==> config.mk <==
export PLATFORM = sky130hd
export DESIGN_NAME = boot_redirect_decoder
export DESIGN_NICKNAME = d
export VERILOG_FILES = /design/src/rtl/boot_dec_pkg.sv /design/src/rtl/boot_src_latch.sv /design/src/rtl/boot_phase_ctl.sv /design/src/rtl/bus_predecode.sv /design/src/rtl/boot_redirect_decoder.sv
export SDC_FILE = /design/constraint.sdc
export NUM_CORES = 1
export LEC_CHECK = 0
export ABC_CLOCK_PERIOD_IN_PS = 1380
export BUFFER_PORTS_ARGS = -buffer_cell sky130_fd_sc_hd__buf_2
export CAP_MARGIN = 10
export CELL_PAD_IN_SITES_DETAIL_PLACEMENT = 1
export CELL_PAD_IN_SITES_GLOBAL_PLACEMENT = 2
export CORE_AREA = 4 4 61 63
export DETAILED_ROUTE_END_ITERATION = 7
export DIE_AREA = 0 0 65 67
export PLACE_DENSITY_LB_ADDON = 0.1
export SYNTH_ARGS = -nofsm -noshare
export SYNTH_HDL_FRONTEND = slang
export SYNTH_SLANG_ARGS = --single-unit
export TNS_END_PERCENT = 1
==> constraint.sdc <==
create_clock -name clk -period 1.38 [get_ports clk]
set_input_delay 0.138 -clock clk [delete_from_list [all_inputs] [get_ports clk]]
set_output_delay 0.138 -clock clk [all_outputs]
set_load 0.02 [all_outputs]
==> src/rtl/boot_dec_pkg.sv <==
`timescale 1ns/1ps
package boot_dec_pkg;

  typedef enum logic [1:0] {
    SRC_FLASH = 2'd0,
    SRC_VME   = 2'd1,
    SRC_MEZZ  = 2'd2
  } boot_src_e;

  localparam logic [2:0] FC_SUP_PROG  = 3'd6;
  localparam logic [2:0] FC_CPU_SPACE = 3'd7;
  localparam logic [5:0] AM_SUP_PROG  = 6'h3E;
  localparam logic [5:0] AM_SUP_DATA  = 6'h3D;

  // Backplane jumper takes priority over mezzanine; neither means flash.
  function automatic boot_src_e pick_src(input logic jv, input logic jm);
    if (jv)      return SRC_VME;
    else if (jm) return SRC_MEZZ;
    else         return SRC_FLASH;
  endfunction

  // Address modifier from processor function code.
  function automatic logic [5:0] am_for_fc(input logic [2:0] f);
    return (f == FC_SUP_PROG) ? AM_SUP_PROG : AM_SUP_DATA;
  endfunction

endpackage

==> src/rtl/boot_src_latch.sv <==
`timescale 1ns/1ps
module boot_src_latch
  import boot_dec_pkg::*;
(
  input  logic      clk,
  input  logic      rst_n,
  input  logic      jmp_vme,
  input  logic      jmp_mezz,
  output boot_src_e src
);

  // Jumpers are loaded every cycle reset is held, frozen afterwards.
  always_ff @(posedge clk) begin
    if (!rst_n) src <= pick_src(jmp_vme, jmp_mezz);
  end

endmodule

==> src/rtl/boot_phase_ctl.sv <==
`timescale 1ns/1ps
module boot_phase_ctl #(
  parameter int                ADDR_W    = 32,
  parameter logic [ADDR_W-1:0] EXIT_ADDR = 32'hFFFF_FFF0
) (
  input  logic              clk,
  input  logic              rst_n,
  input  logic              strobe,
  input  logic              write,
  input  logic [ADDR_W-1:0] addr,
  output logic              boot_mode,
  output logic              exit_hit
);

  assign exit_hit = boot_mode && strobe && write && (addr == EXIT_ADDR);

  always_ff @(posedge clk) begin
    if (!rst_n)        boot_mode <= 1'b1;
    else if (exit_hit) boot_mode <= 1'b0;
  end

endmodule

==> src/rtl/bus_predecode.sv <==
`timescale 1ns/1ps
module bus_predecode
  import boot_dec_pkg::*;
#(
  parameter int                HI_W     = 8,
  parameter int                IO_TAG_W = 4,
  parameter logic [IO_TAG_W-1:0] IO_TAG = 4'hF
) (
  input  logic            strobe,
  input  logic [HI_W-1:0] addr_hi,
  input  logic [2:0]      fc,
  input  logic            boot_mode,
  input  boot_src_e       src,
  output logic            redirect,
  output logic            sel_flash,
  output logic            sel_vme,
  output logic            sel_mezz,
  output logic [5:0]      vme_am,
  output logic            cpu_bus_sel,
  output logic            io_bus_sel
);

  logic cpu_space;
  logic low_range;
  logic io_win;
  logic live;

  assign cpu_space = (fc == FC_CPU_SPACE);
  assign low_range = (addr_hi == '0);
  assign io_win    = (addr_hi[HI_W-1 -: IO_TAG_W] == IO_TAG);
  assign live      = strobe && !cpu_space;
  assign redirect  = live && boot_mode && low_range;

  assign sel_flash = redirect && (src == SRC_FLASH);
  assign sel_vme   = redirect && (src == SRC_VME);
  assign sel_mezz  = redirect && (src == SRC_MEZZ);
  assign vme_am    = sel_vme ? am_for_fc(fc) : 6'h00;

  always_comb begin
    if (!live) begin
      io_bus_sel  = 1'b0;
      cpu_bus_sel = 1'b0;
    end else if (redirect) begin
      io_bus_sel  = (src == SRC_FLASH);
      cpu_bus_sel = (src != SRC_FLASH);
    end else begin
      io_bus_sel  = io_win;
      cpu_bus_sel = !io_win;
    end
  end

endmodule

==> src/rtl/boot_redirect_decoder.sv <==
`timescale 1ns/1ps
module boot_redirect_decoder
  import boot_dec_pkg::*;
#(
  parameter int                  ADDR_W      = 32,
  parameter int                  BOOT_SPAN_W = 24,
  parameter int                  IO_TAG_W    = 4,
  parameter logic [IO_TAG_W-1:0] IO_TAG      = 4'hF,
  parameter logic [ADDR_W-1:0]   EXIT_ADDR   = 32'hFFFF_FFF0
) (
  input  logic              clk,
  input  logic              rst_n,
  input  logic [ADDR_W-1:0] addr,
  input  logic [2:0]        fc,
  input  logic              strobe,
  input  logic              write,
  input  logic              jmp_vme,
  input  logic              jmp_mezz,
  output logic              sel_flash,
  output logic              sel_vme,
  output logic              sel_mezz,
  output logic [5:0]        vme_am,
  output logic              cpu_bus_sel,
  output logic              io_bus_sel,
  output logic              cs_stage_en
);

  localparam int HI_W = ADDR_W - BOOT_SPAN_W;

  boot_src_e src;
  logic      boot_mode;
  logic      exit_hit;
  logic      redirect;

  boot_src_latch u_src (
    .clk      (clk),
    .rst_n    (rst_n),
    .jmp_vme  (jmp_vme),
    .jmp_mezz (jmp_mezz),
    .src      (src)
  );

  boot_phase_ctl #(
    .ADDR_W    (ADDR_W),
    .EXIT_ADDR (EXIT_ADDR)
  ) u_phase (
    .clk       (clk),
    .rst_n     (rst_n),
    .strobe    (strobe),
    .write     (write),
    .addr      (addr),
    .boot_mode (boot_mode),
    .exit_hit  (exit_hit)
  );

  bus_predecode #(
    .HI_W     (HI_W),
    .IO_TAG_W (IO_TAG_W),
    .IO_TAG   (IO_TAG)
  ) u_dec (
    .strobe      (strobe),
    .addr_hi     (addr[ADDR_W-1:BOOT_SPAN_W]),
    .fc          (fc),
    .boot_mode   (boot_mode),
    .src         (src),
    .redirect    (redirect),
    .sel_flash   (sel_flash),
    .sel_vme     (sel_vme),
    .sel_mezz    (sel_mezz),
    .vme_am      (vme_am),
    .cpu_bus_sel (cpu_bus_sel),
    .io_bus_sel  (io_bus_sel)
  );

  assign cs_stage_en = !boot_mode;

endmodule

==> flow_metrics.tcl, run 1 <==
set metrics [dict create \
    hpwl_um 1370 \
    start_util_pct 10.5 \
    r2r_end "u_phase.boot_mode" \
    fp.dieH_um 67 \
    p_leak_nw 0.353 \
    fin_setup_tns_ns -0.204 \
    startpoint "u_src.src[0]" \
    postLayoutCoreUtil_pct 23.1 \
    maxCapViolations 0 \
    htree_levels 1 \
    layout-drive-gt1-share_pct 71.6 \
    final_cell_mix "41 x buf_2, 11 x buf_4, 6 x nand4_1" \
    min_to "u_src.src[0]" \
    startpoint_type "flip-flop" \
    crit_chain "o31ai_4, nor2b_4, buf_6" \
    internal_power_w 0.000271 \
    cts_tree "built" \
    setup_viol 8 \
    hold_buffers 0 \
    grt_max_degree 6 \
    min_period_over_period_pct 104 \
    crit_path_end_kind "output port" \
    slew_headroom_pct 80.3 \
    p_comb_share_pct 28.0 \
    worst_slew_pin_slew_ns 0.296 \
    max_stage_delay_ns 0.51 \
    num_vias 520 \
    worstSetupPathType "reg -> out" \
    numCtsBuffers 3 \
    final-max-slew-violation-count 0 \
    power_frac_seq_pct 30.4 \
    die-area_mm2 0.00436 \
    globalplace.congestion 0.702 \
    first_global_vias 579 \
    power_frac_clock_pct 41.6 \
    hp-class "in -> reg" \
    hold_viol_final 0 \
    min_from "jmp_vme" \
    multi_input_area_um2 264 \
    final_common_cell "buf_2" \
    wl_um 1470 \
    fin_cells 141 \
    p_sw_share_pct 26.4 \
    r2r_slack_ns 0.77 \
    critical_path.max_fanout 4 \
    syn_avg_cell_area_um2 8.30 \
    violations "negative setup slack" \
    core_area_mm2 0.00323 \
    yosysWarnings 0 \
    drt-initial-drc-count 1 \
    synth_area_um2 340 \
    antenna_found_initial 0 \
    hold_depth 1 \
    ir_worst_vdd_uv 132 \
    grt-ovfl-total 0 \
    ys_types 22 \
    synth_seq_cells 3 \
    rsz0062_at_grt "yes" \
    cts_root_buf "clkbuf_4" \
    worstPathArrival_ns 1.30 \
    port_buffers 52 \
    dpl-instance-area_um2 643 \
    cts_sinks 3 \
    synthesis.nets 82 \
    clk_path_buf_depth 2 \
    grt_pass1_wl_um 2410 \
    place_ws_ns -0.104 \
    ant_nets 0 \
    status "finished, violations left" \
    critPathBufInv 1 \
    cpMaxStageDelayCell "edfxtp_1" \
    maxClockFrequency_mhz 695 \
    fillCellCount 414 \
    fin_crit_ns 1.44 \
    seq_area_frac_synth_pct 23.5 \
    reg2reg_from "u_phase.boot_mode" \
    layout.nets 137 \
    fin_area_um2 747 \
    fin_worst_skew_ns 0 \
    clk-insertion-delay-late_ns 0.23 \
    ff_latch_area_um2 81.3 \
    dr.pass1.iters 2 \
    power_switching_w 0.0000968 \
    io_pins 53 \
    die_w_um 65 \
    synthCells 41 \
    rr_worst_depth 2 \
    dp_cells 136 \
    wl_per_cell_um 10.4 \
    n_antenna_cell 0 \
    grt_usage_pct 7.15 \
    power_density_mw_per_mm2 492 \
    syn_to_final_growth_pct 119 \
    critPathRequiredTime_ns 1.24 \
    crit_family "flip-flops" \
    cts.reportedPaths.clkPinSlew_ns 0.04 \
    num_rows 21 \
    drc 0 \
    vias_per_cell 3.69 \
    fin_ws_ns -0.0588 \
]
cell usage after synthesis:
| cell | number | area share (%) |
|---|---|---|
| nor3_2 | 1 | 2.9 |
| nand4_1 | 6 | 11 |
| nor4_1 | 1 | 1.8 |
| nor4_4 | 1 | 6.2 |
| nand2_1 | 3 | 3.3 |
| or4_1 | 1 | 2.2 |
| nor4_2 | 1 | 3.7 |
| and4b_1 | 1 | 2.9 |
| nor2b_1 | 3 | 5.5 |
| nand2b_1 | 1 | 1.8 |
| nor3_1 | 3 | 4.4 |
| o31ai_1 | 1 | 2.2 |
| buf_4 | 4 | 8.8 |
| inv_1 | 2 | 2.2 |
| nand4b_1 | 1 | 2.6 |
| a22oi_1 | 1 | 2.2 |
| dfxtp_1 | 1 | 5.9 |
| nor2_1 | 3 | 3.3 |
| nand3_1 | 2 | 2.9 |
| edfxtp_1 | 2 | 18 |
| or2_4 | 1 | 2.6 |
| nor3b_2 | 1 | 3.7 |
cells by family after synthesis:
family / Yosys count / share of synthesized area [%]
AND/OR/NAND/NOR: 30 / 61.0
flip-flops: 3 / 23.5
AO/OA/AOI/OAI: 2 / 4.41
buffers and inverters: 6 / 11.0
per-layer routing:
metal | track usage (%) | wire length, um
met1 | 7.81 | 581
met2 | 12.3 | 705
met3 | 2.70 | 186
met4 | 3.17 | 0
met5 | 0 | 0
repair_timing:
action,CTS,global route
endpoints found under the setup margin,11,11
cloned,0,0
setup buffers,1,0
pin swaps,2,5
gates resized for setup,14,6
state kept, by name, summed over array words and instances, names as in the netlist:
name,count
u_src.src,2
u_phase.boot_mode,1
per-stage QoR:
| stage | hold WS (ns) | total power (W) |
|---|---|---|
| floorplan | 0.237 | 0.000133 |
| global placement | 0.336 | 0.000203 |
| detailed placement | 0.340 | 0.000206 |
| CTS | 0.0981 | 0.000371 |
| global route | 0.111 | 0.000394 |
| finish | 0.103 | 0.000367 |
power by group through the flow:
stage	clock, W	combinational, W	sequential, W
detailed placement	0	0.0000972	0.000109
floorplan	0	0.0000266	0.000107
global route	0.000166	0.000115	0.000113
finish	0.000153	0.000103	0.000112
global placement	0	0.0000950	0.000108
CTS	0.000159	0.000101	0.000111
worst max-delay path by stage:
stage / slack [ns] / to / depth (start not counted)
3_5_place_dp: -0.10 / vme_am[1] / 6
4_1_cts: -0.12 / vme_am[1] / 4
6_report: -0.06 / io_bus_sel / 3
5_1_grt: -0.15 / io_bus_sel / 3
3_3_place_gp: -0.11 / vme_am[1] / 6
2_1_floorplan: -0.02 / sel_flash / 4
area by class of cell:
type | instances | share of cell area [%]
flip-flops and latches | 3 | 10.9
inverters | 2 | 1.01
repair buffers | 54 | 41.5
well taps | 46 | 7.71
multi-input cells | 32 | 35.3
clock buffers | 4 | 3.52
No activity file was read; power rests on OpenSTA's default activity.
==> inputs of run 2 (changes only) <==
Settings changed: HOLD_SLACK_MARGIN set to 0.15.
==> run 2 against run 1 <==
- the flow still finishes with violations (negative setup slack)
- sequential power barely moved
- routed wire length increased by 1.0%
- cell area up 3.5%
- setup slack is essentially flat
- die area stayed put
- largest power group unchanged
==> flow_metrics.tcl, run 2 (same netlist as run 1, synthesis figures left out) <==
set metrics [dict create \
    status "finished, violations left" \
    violations "negative setup slack" \
    max_stage_delay_ns 0.51 \
    min_period_over_period_pct 104 \
    num_rows 21 \
    grt_max_degree 6 \
    dpl-instance-area_um2 643 \
    vias_per_cell 3.71 \
    cts_tree "built" \
    multi_input_area_um2 270 \
    crit_path_end_kind "output port" \
    fin_area_um2 773 \
    first_global_vias 603 \
    core_area_mm2 0.00323 \
    hp-class "in -> reg" \
    fp.dieH_um 67 \
    grt_usage_pct 7.32 \
    critPathBufInv 1 \
    wl_um 1490 \
    cts_root_buf "clkbuf_4" \
    io_pins 53 \
    crit_family "flip-flops" \
    drc 0 \
    dp_cells 136 \
    crit_chain "o31ai_4, nor2b_4, buf_6" \
    grt-ovfl-total 0 \
    cp.depth 3 \
    rr_worst_depth 2 \
    antenna_found_initial 0 \
    hold_depth 2 \
    hpwl_um 1370 \
    final-max-slew-violation-count 0 \
    ant_nets 0 \
    maxClockFrequency_mhz 695 \
    fin_crit_ns 1.44 \
    largest_register "u_src.src" \
    layout.nets 139 \
    die-area_mm2 0.00436 \
    clk-insertion-delay-late_ns 0.23 \
    cts.reportedPaths.clkPinSlew_ns 0.04 \
    largest_register_ffs 2 \
    n_antenna_cell 0 \
    ff_latch_area_um2 81.3 \
    ir_worst_vdd_uv 140 \
    p_leak_nw 0.361 \
    slew_headroom_pct 80.3 \
    drt-initial-drc-count 8 \
    power_density_mw_per_mm2 481 \
    critical_path.max_fanout 4 \
    setup_viol 8 \
    port_buffers 52 \
    htree_levels 1 \
    wl_per_cell_um 10.4 \
    reg_top3 "u_src.src (2), u_phase.boot_mode (1)" \
    hold_viol_final 0 \
    critPathRequiredTime_ns 1.24 \
    final_cell_mix "41 x buf_2, 11 x buf_4, 6 x nand4_1" \
    globalplace.congestion 0.702 \
    final_common_cell "buf_2" \
    fillCellCount 411 \
    cts_sinks 3 \
    clk_path_buf_depth 2 \
    rsz0062_at_grt "yes" \
    worst_slew_pin_slew_ns 0.296 \
    numCtsBuffers 3 \
    fin_worst_skew_ns 0 \
    fin_ws_ns -0.0588 \
    num_vias 531 \
    worstSetupPathType "reg -> out" \
    layout-drive-gt1-share_pct 71.1 \
    fin_setup_tns_ns -0.205 \
    start_util_pct 10.5 \
    startpoint_type "flip-flop" \
    worstPathArrival_ns 1.30 \
    maxCapViolations 0 \
    dr.pass1.iters 3 \
    cpMaxStageDelayCell "edfxtp_1" \
    fin_cells 143 \
    grt_pass1_wl_um 2470 \
    die_w_um 65 \
    total_power_w 0.000372 \
    syn_to_final_growth_pct 127 \
    fin_hold_ws_ns 0.205 \
]
## run 2: cell types whose count changed in the layout (fill, tap and decap cells not counted), sizes merged
cell / previous run / this run
dlygate4sd3: 0 / 2
## run 2: final timing paths
| kind | start | end | slack [ns] |
|---|---|---|---|
| hold / removal | jmp_mezz | u_src.src[1] | 0.20 |
| setup reg to reg | u_phase.boot_mode | u_phase.boot_mode | 0.77 |
| setup / recovery | u_src.src[0] | io_bus_sel | -0.06 |
| hold reg to reg | u_phase.boot_mode | u_phase.boot_mode | 0.50 |
## run 2: repair_timing
action	CTS	global route
endpoints found under the hold margin	2	0
pin swaps	2	5
cloned	0	0
hold buffers	2	0
endpoints found under the setup margin	11	12
buffers inserted	1	0
gates resized for setup	14	7
## run 2: layer usage
layer / up-vias / GRT usage [%] / share of wire, %
met2: 36 / 12.9 / 49
met4: 0 / 3.17 / 0
li1: 266 / - / -
met1: 229 / 7.71 / 38
met5: - / 0 / 0
met3: 0 / 2.87 / 13
## run 2: through the flow
stage	utilization, %	setup WS [ns]
floorplan	-	-0.0234
global placement	19.9	-0.113
detailed placement	19.9	-0.104
CTS	23.0	-0.121
global route	23.9	-0.150
finish	23.9	-0.0588
## run 2: worst register-to-register path, delay by kind of cell (launching register included)
family,cells,cell delay (ns)
flip-flops,1,0.32
AO/OA/AOI/OAI,1,0.16
buffers and inverters,1,0.05
## run 2: report_power, final
part	total [W]	internal (W)	switching (W)
Combinational	0.000108	0.0000639	0.0000439
Clock	0.000153	0.000108	0.0000444
Sequential	0.000112	0.000102	0.00000954
Total	0.000372	0.000274	0.0000979
## run 2: area by class of cell
cell class / count / area share (%)
Timing Repair Buffer: 56 / 42.7
Multi-Input combinational cell: 32 / 35.0
Sequential cell: 3 / 10.5
Tap cell: 46 / 7.44
Clock buffer: 4 / 3.40
Inverter: 2 / 0.971
